$ cat src/rtl/tdc_pkg.sv
package tdc_pkg;
    typedef enum logic [2:0] {
        ST_IDLE = 3'd0,
        ST_CLR  = 3'd1,
        ST_CLRW = 3'd2,
        ST_WOPP = 3'd3,
        ST_ARM  = 3'd4,
        ST_CNT  = 3'd5,
        ST_FIN  = 3'd6
    } tdc_state_e;

    typedef enum logic [1:0] {
        CMD_CLEAR = 2'd0,
        CMD_SRUN  = 2'd1,
        CMD_ARUN  = 2'd2,
        CMD_ABORT = 2'd3
    } tdc_cmd_e;
endpackage

$ cat src/rtl/tdc_evt_sync.sv
module tdc_evt_sync #(
    parameter int STAGES = 2
) (
    input  logic clk,
    input  logic rst_n,
    input  logic raw,
    input  logic pol,
    output logic act,
    output logic rise
);
    localparam int DEPTH = STAGES + 1;

    logic [DEPTH-1:0] sh_d, sh_q;

    always_comb begin
        sh_d = {sh_q[DEPTH-2:0], raw};
    end

    always_ff @(posedge clk) begin
        if (!rst_n) sh_q <= '0;
        else        sh_q <= sh_d;
    end

    assign act  = (sh_q[STAGES-1] == pol);
    assign rise = act && (sh_q[STAGES] != pol);
endmodule

$ cat src/rtl/tdc_cycle_cnt.sv
module tdc_cycle_cnt #(
    parameter int W = 16
) (
    input  logic         clk,
    input  logic         rst_n,
    input  logic         clr,
    input  logic         inc,
    output logic [W-1:0] val,
    output logic         full
);
    localparam logic [W-1:0] TOP = {W{1'b1}};

    logic [W-1:0] val_d, val_q;

    always_comb begin
        val_d = val_q;
        if (clr)                       val_d = '0;
        else if (inc && val_q != TOP)  val_d = val_q + 1'b1;
    end

    always_ff @(posedge clk) begin
        if (!rst_n) val_q <= '0;
        else        val_q <= val_d;
    end

    assign val  = val_q;
    assign full = (val_q == TOP);


    hold_at_top_chk: assert property (@(posedge clk) disable iff (!rst_n)
        (full && !clr) |=> $stable(val_q));
endmodule

$ cat src/rtl/tdc_ctrl.sv
module tdc_ctrl #(
    parameter int CNT_W = 16,
    parameter int SYNC_STAGES = 2
) (
    input  logic             clk,
    input  logic             rst_n,
    input  logic             wr_en,
    input  logic [1:0]       wr_cmd,
    input  logic             start_pol,
    input  logic             stop_pol,
    input  logic             start_evt,
    input  logic             stop_evt,
    output logic [CNT_W-1:0] result,
    output logic             done,
    output logic             sat,
    output logic [2:0]       state
);
    import tdc_pkg::*;

    typedef struct packed {
        tdc_state_e       st;
        logic             edge_mode;
        logic [CNT_W-1:0] res;
        logic             done;
        logic             sat;
    } ctl_t;

    ctl_t r_d, r_q;

    logic             start_act, start_rise_unused;
    logic             stop_act_unused, stop_rise;
    logic             cnt_clr, cnt_inc, cnt_full;
    logic [CNT_W-1:0] cnt_val;
    tdc_cmd_e         cmd;
    logic             abort_req;

    tdc_evt_sync #(.STAGES(SYNC_STAGES)) start_sync_i (
        .clk(clk), .rst_n(rst_n), .raw(start_evt), .pol(start_pol),
        .act(start_act), .rise(start_rise_unused)
    );

    tdc_evt_sync #(.STAGES(SYNC_STAGES)) stop_sync_i (
        .clk(clk), .rst_n(rst_n), .raw(stop_evt), .pol(stop_pol),
        .act(stop_act_unused), .rise(stop_rise)
    );

    tdc_cycle_cnt #(.W(CNT_W)) cnt_i (
        .clk(clk), .rst_n(rst_n), .clr(cnt_clr), .inc(cnt_inc),
        .val(cnt_val), .full(cnt_full)
    );

    assign cmd       = tdc_cmd_e'(wr_cmd);
    assign abort_req = wr_en && (cmd == CMD_ABORT);

    always_comb begin
        r_d     = r_q;
        cnt_clr = 1'b0;
        cnt_inc = 1'b0;
        case (r_q.st)
            ST_IDLE: begin
                if (wr_en) begin
                    case (cmd)
                        CMD_ARUN, CMD_SRUN: begin
                            r_d.st        = ST_CLR;
                            r_d.edge_mode = (cmd == CMD_SRUN);
                            r_d.done      = 1'b0;
                            r_d.sat       = 1'b0;
                        end
                        CMD_CLEAR: begin
                            r_d.res  = '0;
                            r_d.done = 1'b0;
                            r_d.sat  = 1'b0;
                        end
                        default: ;
                    endcase
                end
            end
            ST_CLR: begin
                cnt_clr = 1'b1;
                r_d.st  = ST_CLRW;
            end
            ST_CLRW: r_d.st = r_q.edge_mode ? ST_WOPP : ST_ARM;
            ST_WOPP: begin
                if (abort_req)       r_d.st = ST_IDLE;
                else if (!start_act) r_d.st = ST_ARM;
            end
            ST_ARM: begin
                if (abort_req)      r_d.st = ST_IDLE;
                else if (start_act) r_d.st = ST_CNT;
            end
            ST_CNT: begin
                if (abort_req) begin
                    r_d.st = ST_IDLE;
                end else if (stop_rise || cnt_full) begin
                    r_d.st   = ST_FIN;
                    r_d.res  = cnt_val;
                    r_d.done = 1'b1;
                    r_d.sat  = !stop_rise;
                end else begin
                    cnt_inc = 1'b1;
                end
            end
            default: r_d.st = ST_IDLE;
        endcase
    end

    always_ff @(posedge clk) begin
        if (!rst_n) r_q <= '{st: ST_IDLE, edge_mode: 1'b0, res: '0, done: 1'b0, sat: 1'b0};
        else        r_q <= r_d;
    end

    assign result = r_q.res;
    assign done   = r_q.done;
    assign sat    = r_q.sat;
    assign state  = r_q.st;


    clr_no_abort_chk: assert property (@(posedge clk) disable iff (!rst_n)
        (r_q.st == ST_CLR) |=> (r_q.st == ST_CLRW));


    settle_exit_chk: assert property (@(posedge clk) disable iff (!rst_n)
        (r_q.st == ST_CLRW) |=> (r_q.st == ST_WOPP || r_q.st == ST_ARM));


    sat_needs_done_chk: assert property (@(posedge clk) disable iff (!rst_n)
        r_q.sat |-> r_q.done);


    done_from_count_chk: assert property (@(posedge clk) disable iff (!rst_n)
        $rose(r_q.done) |-> ($past(r_q.st) == ST_CNT));


    abort_exit_chk: assert property (@(posedge clk) disable iff (!rst_n)
        (abort_req && r_q.st inside {ST_WOPP, ST_ARM, ST_CNT, ST_FIN})
        |=> (r_q.st == ST_IDLE && $stable(r_q.res)));


    busy_hold_chk: assert property (@(posedge clk) disable iff (!rst_n)
        (r_q.st inside {ST_CLR, ST_CLRW, ST_WOPP, ST_ARM}) |=> $stable(r_q.res));
endmodule

$ cat config.mk
export PLATFORM = sky130hd
export DESIGN_NAME = tdc_ctrl
export DESIGN_NICKNAME = d
export VERILOG_FILES = /design/src/rtl/tdc_pkg.sv /design/src/rtl/tdc_evt_sync.sv /design/src/rtl/tdc_cycle_cnt.sv /design/src/rtl/tdc_ctrl.sv
export SDC_FILE = /design/constraint.sdc
export NUM_CORES = 1
export LEC_CHECK = 0
export BUFFER_PORTS_ARGS = -buffer_cell sky130_fd_sc_hd__buf_2
export CAP_MARGIN = 15
export CORE_MARGIN = 4
export CORE_UTILIZATION = 25
export DETAILED_ROUTE_END_ITERATION = 6
export PLACE_DENSITY = 0.42
export SLEW_MARGIN = 20
export SYNTH_ARGS = -nofsm -noshare
export SYNTH_HDL_FRONTEND = slang
export SYNTH_SLANG_ARGS = --single-unit
$ cat constraint.sdc
create_clock -name clk -period 2.88 [get_ports clk]
set_input_delay 0.144 -clock clk [delete_from_list [all_inputs] [get_ports clk]]
set_output_delay 0.144 -clock clk [all_outputs]
set_load 0.005 [all_outputs]
==> results.cfg <==
[status]
status = finished, final reports clean

[grt]
antenna_found_initial = 0
grt_max_degree = 30
grt_first_pass_wirelength_mm = 7.50
grt_usage_pct = 9.26
first_global_vias = 1521
grt.overflow.total = 0

[route]
drt_iter0_markers = 66
first_pass_iters = 4
wl_per_cell_um = 12.2
dr_wl_met3_um = 160
drtAntennaViolNets = 0
top_layer_used = met4
drc = 0
met2_length_mm = 1.92
num_vias = 1612
finalWirelength_mm = 4.46
routedLengthMet1_mm = 2.36
routed_via_density = 4.40

[finish]
fin_area_mm2 = 0.00237
fin_cells = 366
antenna-diode-count = 0
area_delta_synth_final_pct = 9.72
drive_gt1_share_pct = 17.2
layout.nets = 274

[min_path]
hold_path.class = input port to flip-flop
hold_depth = 2
min-delay-start = stop_evt
min_to = stop_sync_i.sh_q[0]$_SDFF_PN0_

[floorplanning]
rows = 33
start_util_pct = 26.1
die_x_um = 101
pin_count = 30
die_h_um = 101
core_mm2 = 0.00830
die_area_mm2 = 0.0102

[power_and_ir_drop]
powerDensity_mw_per_mm2 = 458
leakagePower_nw = 0.892
peakVddDrop_mv = 0.162

[setup_path]
path_cells = a21bo_4 -> or4_4 -> or4_4 -> or4_1 -> a21oi_1
max_stage_delay_ns = 0.59
reg2reg_slack_ns = 0.29
crit_type = flip-flop to flip-flop
cpMaxStageDelayCell = or4_4
r2r_end = cnt_i.val[15]$_SDFFE_PP0P_
cp.required_ns = 3.11
r2r_start = state[2]$_SDFFE_PN0P_
reg2reg_depth = 5
crit_top_cell = or4_4
cp-start-kind = flip-flop
end_kind = flip-flop
critical_path_arrival_ns = 2.82
crit_path_max_fanout = 11

[clock_network]
insertion_delay_ns = 0.30
clk_pin_slew_ns = 0.08
htreeDepth = 2
numCtsBuffers = 5
post_cts_buffers = 0
cts-resized-gates = 0
clock_sinks = 43
cts_buffer_depth = 2
cts_hold_buf = 0
clockRootBuffer = clkbuf_8
cts_tree = yes

[place]
dpl_worst_slack_ns = 0.320
io_buffers = 29
placed_area_mm2 = 0.00227
dp_hpwl_mm = 3.20
dp.cells = 358
gp_congestion = 0.734

[timing]
tightest_slew_ns = 0.512
period_share_pct = 89.9
tns_ns = 0
fin_ws_ns = 0.290
skew_ns = 0.00594
rsz0062_at_grt = no
slew_violations = 0
period_minus_slack_ns = 2.59
clock.fmax_mhz = 386
setup_viol = 0
slew_headroom_pct = 65.8
hold_viol_final = 0

[logic_synthesis]
synth_cells = 251
synth_edf_count = 0
synth_cell_types = 38
yosys.cell_count.top_type = nand2_1
seq_area_frac_synth_pct = 39.8
syn_area_per_cell_um2 = 8.62
synth_common_cells = nand2_1 (45), dfxtp_1 (43), buf_4 (20), nor2_1 (20), mux2i_1 (19)
synth_nets = 265
ys_ff_latch = 43
synthArstFlopShare_pct = 0
ys.flop_type = dfxtp_1
yosys.area.top_type_share_pct = 39.8
synth_largest_area_cell = dfxtp_1
synth.area.top_cells = dfxtp_1 (40%), mux2i_1 (8.8%), nand2_1 (7.8%)
syn_area_mm2 = 0.00216
yosys_warnings = 0

[flow_run]
drv_cap = 0
## flip-flops by register name, summed over array words and instances, names as in the netlist
register / flops
r_q: 1
sat: 1
done: 1
start_sync_i.sh_q: 2
result: 16
state: 3
stop_sync_i.sh_q: 3
cnt_i.val: 16
## metrics by stage
stage | total power [mW] | util (%) | hold slack [ns]
final | 1.09 | 28.6 | 0.0498
after global routing | 1.14 | 28.6 | 0.0472
after CTS | 1.11 | 28.6 | 0.0357
after detailed placement | 0.675 | 27.4 | 0.355
after global placement | 0.675 | 27.4 | 0.350
after floorplan | 0.656 | - | 0.271
## area by class of cell
type	instances	area, um^2
tap	105	131
timing repair buffer	33	175
sequential	43	861
multi-input combinational	172	1090
fill	906	5930
inverter	5	18.8
clock buffer	8	100
## layer usage
metal	vias to the layer above	global-route usage (%)
met5	-	0
met4	0	3.37
met3	3	2.42
met2	25	13.7
met1	725	12.9
li1	859	-
## power by group
part / internal [mW] / switching [mW] / total, mW
logic: 0.0239 / 0.0336 / 0.0575
registers: 0.598 / 0.00336 / 0.602
clock network: 0.219 / 0.208 / 0.427
total: 0.841 / 0.245 / 1.09
## worst max-delay path, delay by kind of cell, from the launching register on
family | cells | cell delay, ns
flops | 1 | 0.51
simple gates | 3 | 1.58
compound gates | 2 | 0.43
## worst max path at each step
stage	slack [ns]	to	from
2_1_floorplan	0.56	cnt_i.val[13]$_SDFFE_PP0P_	state[2]$_SDFFE_PN0P_
3_3_place_gp	0.35	cnt_i.val[15]$_SDFFE_PP0P_	state[2]$_SDFFE_PN0P_
3_5_place_dp	0.32	cnt_i.val[13]$_SDFFE_PP0P_	state[2]$_SDFFE_PN0P_
4_1_cts	0.29	cnt_i.val[13]$_SDFFE_PP0P_	state[2]$_SDFFE_PN0P_
5_1_grt	0.18	cnt_i.val[15]$_SDFFE_PP0P_	state[2]$_SDFFE_PN0P_
6_report	0.29	cnt_i.val[15]$_SDFFE_PP0P_	state[2]$_SDFFE_PN0P_
## cells by family (layout without fill, tap and decap cells)
group | Yosys count | after routing | synth area share, %
muxes | 20 | 20 | 9.31
DFF | 43 | 43 | 39.8
buffers and inverters | 36 | 46 | 9.95
and+or+nand+nor | 112 | 112 | 25.9
adders and majority gates | 5 | 5 | 2.89
AOI/OAI and AO/OA | 24 | 24 | 7.69
xor gates and xnor gates | 11 | 11 | 4.45
## layout by cell type, fill, tap and decap left out, drive strengths merged
| cell | instances |
|---|---|
| nor4 | 6 |
| inv | 5 |
| nor2 | 20 |
| xor2 | 2 |
| xnor2 | 9 |
| mux2i | 19 |
| and2 | 6 |
| a22oi | 1 |
| ha | 5 |
| nand2b | 1 |
| o21ai | 5 |
| and4 | 4 |
| o21a | 3 |
| nand4 | 3 |
| nor4b | 2 |
| clkbuf | 8 |
| and3b | 1 |
| nor3b | 2 |
| o31ai | 3 |
| a31o | 1 |
| nand2 | 45 |
| nor3 | 3 |
| a21oi | 5 |
| or3 | 3 |
| o211ai | 2 |
| o22a | 1 |
| a21bo | 1 |
| buf | 33 |
| a21boi | 2 |
| nor2b | 2 |
| or4 | 5 |
| dfxtp | 43 |
| nand3 | 6 |
| and3 | 3 |
| mux2 | 1 |
No activity file was read; power rests on OpenSTA's default activity.
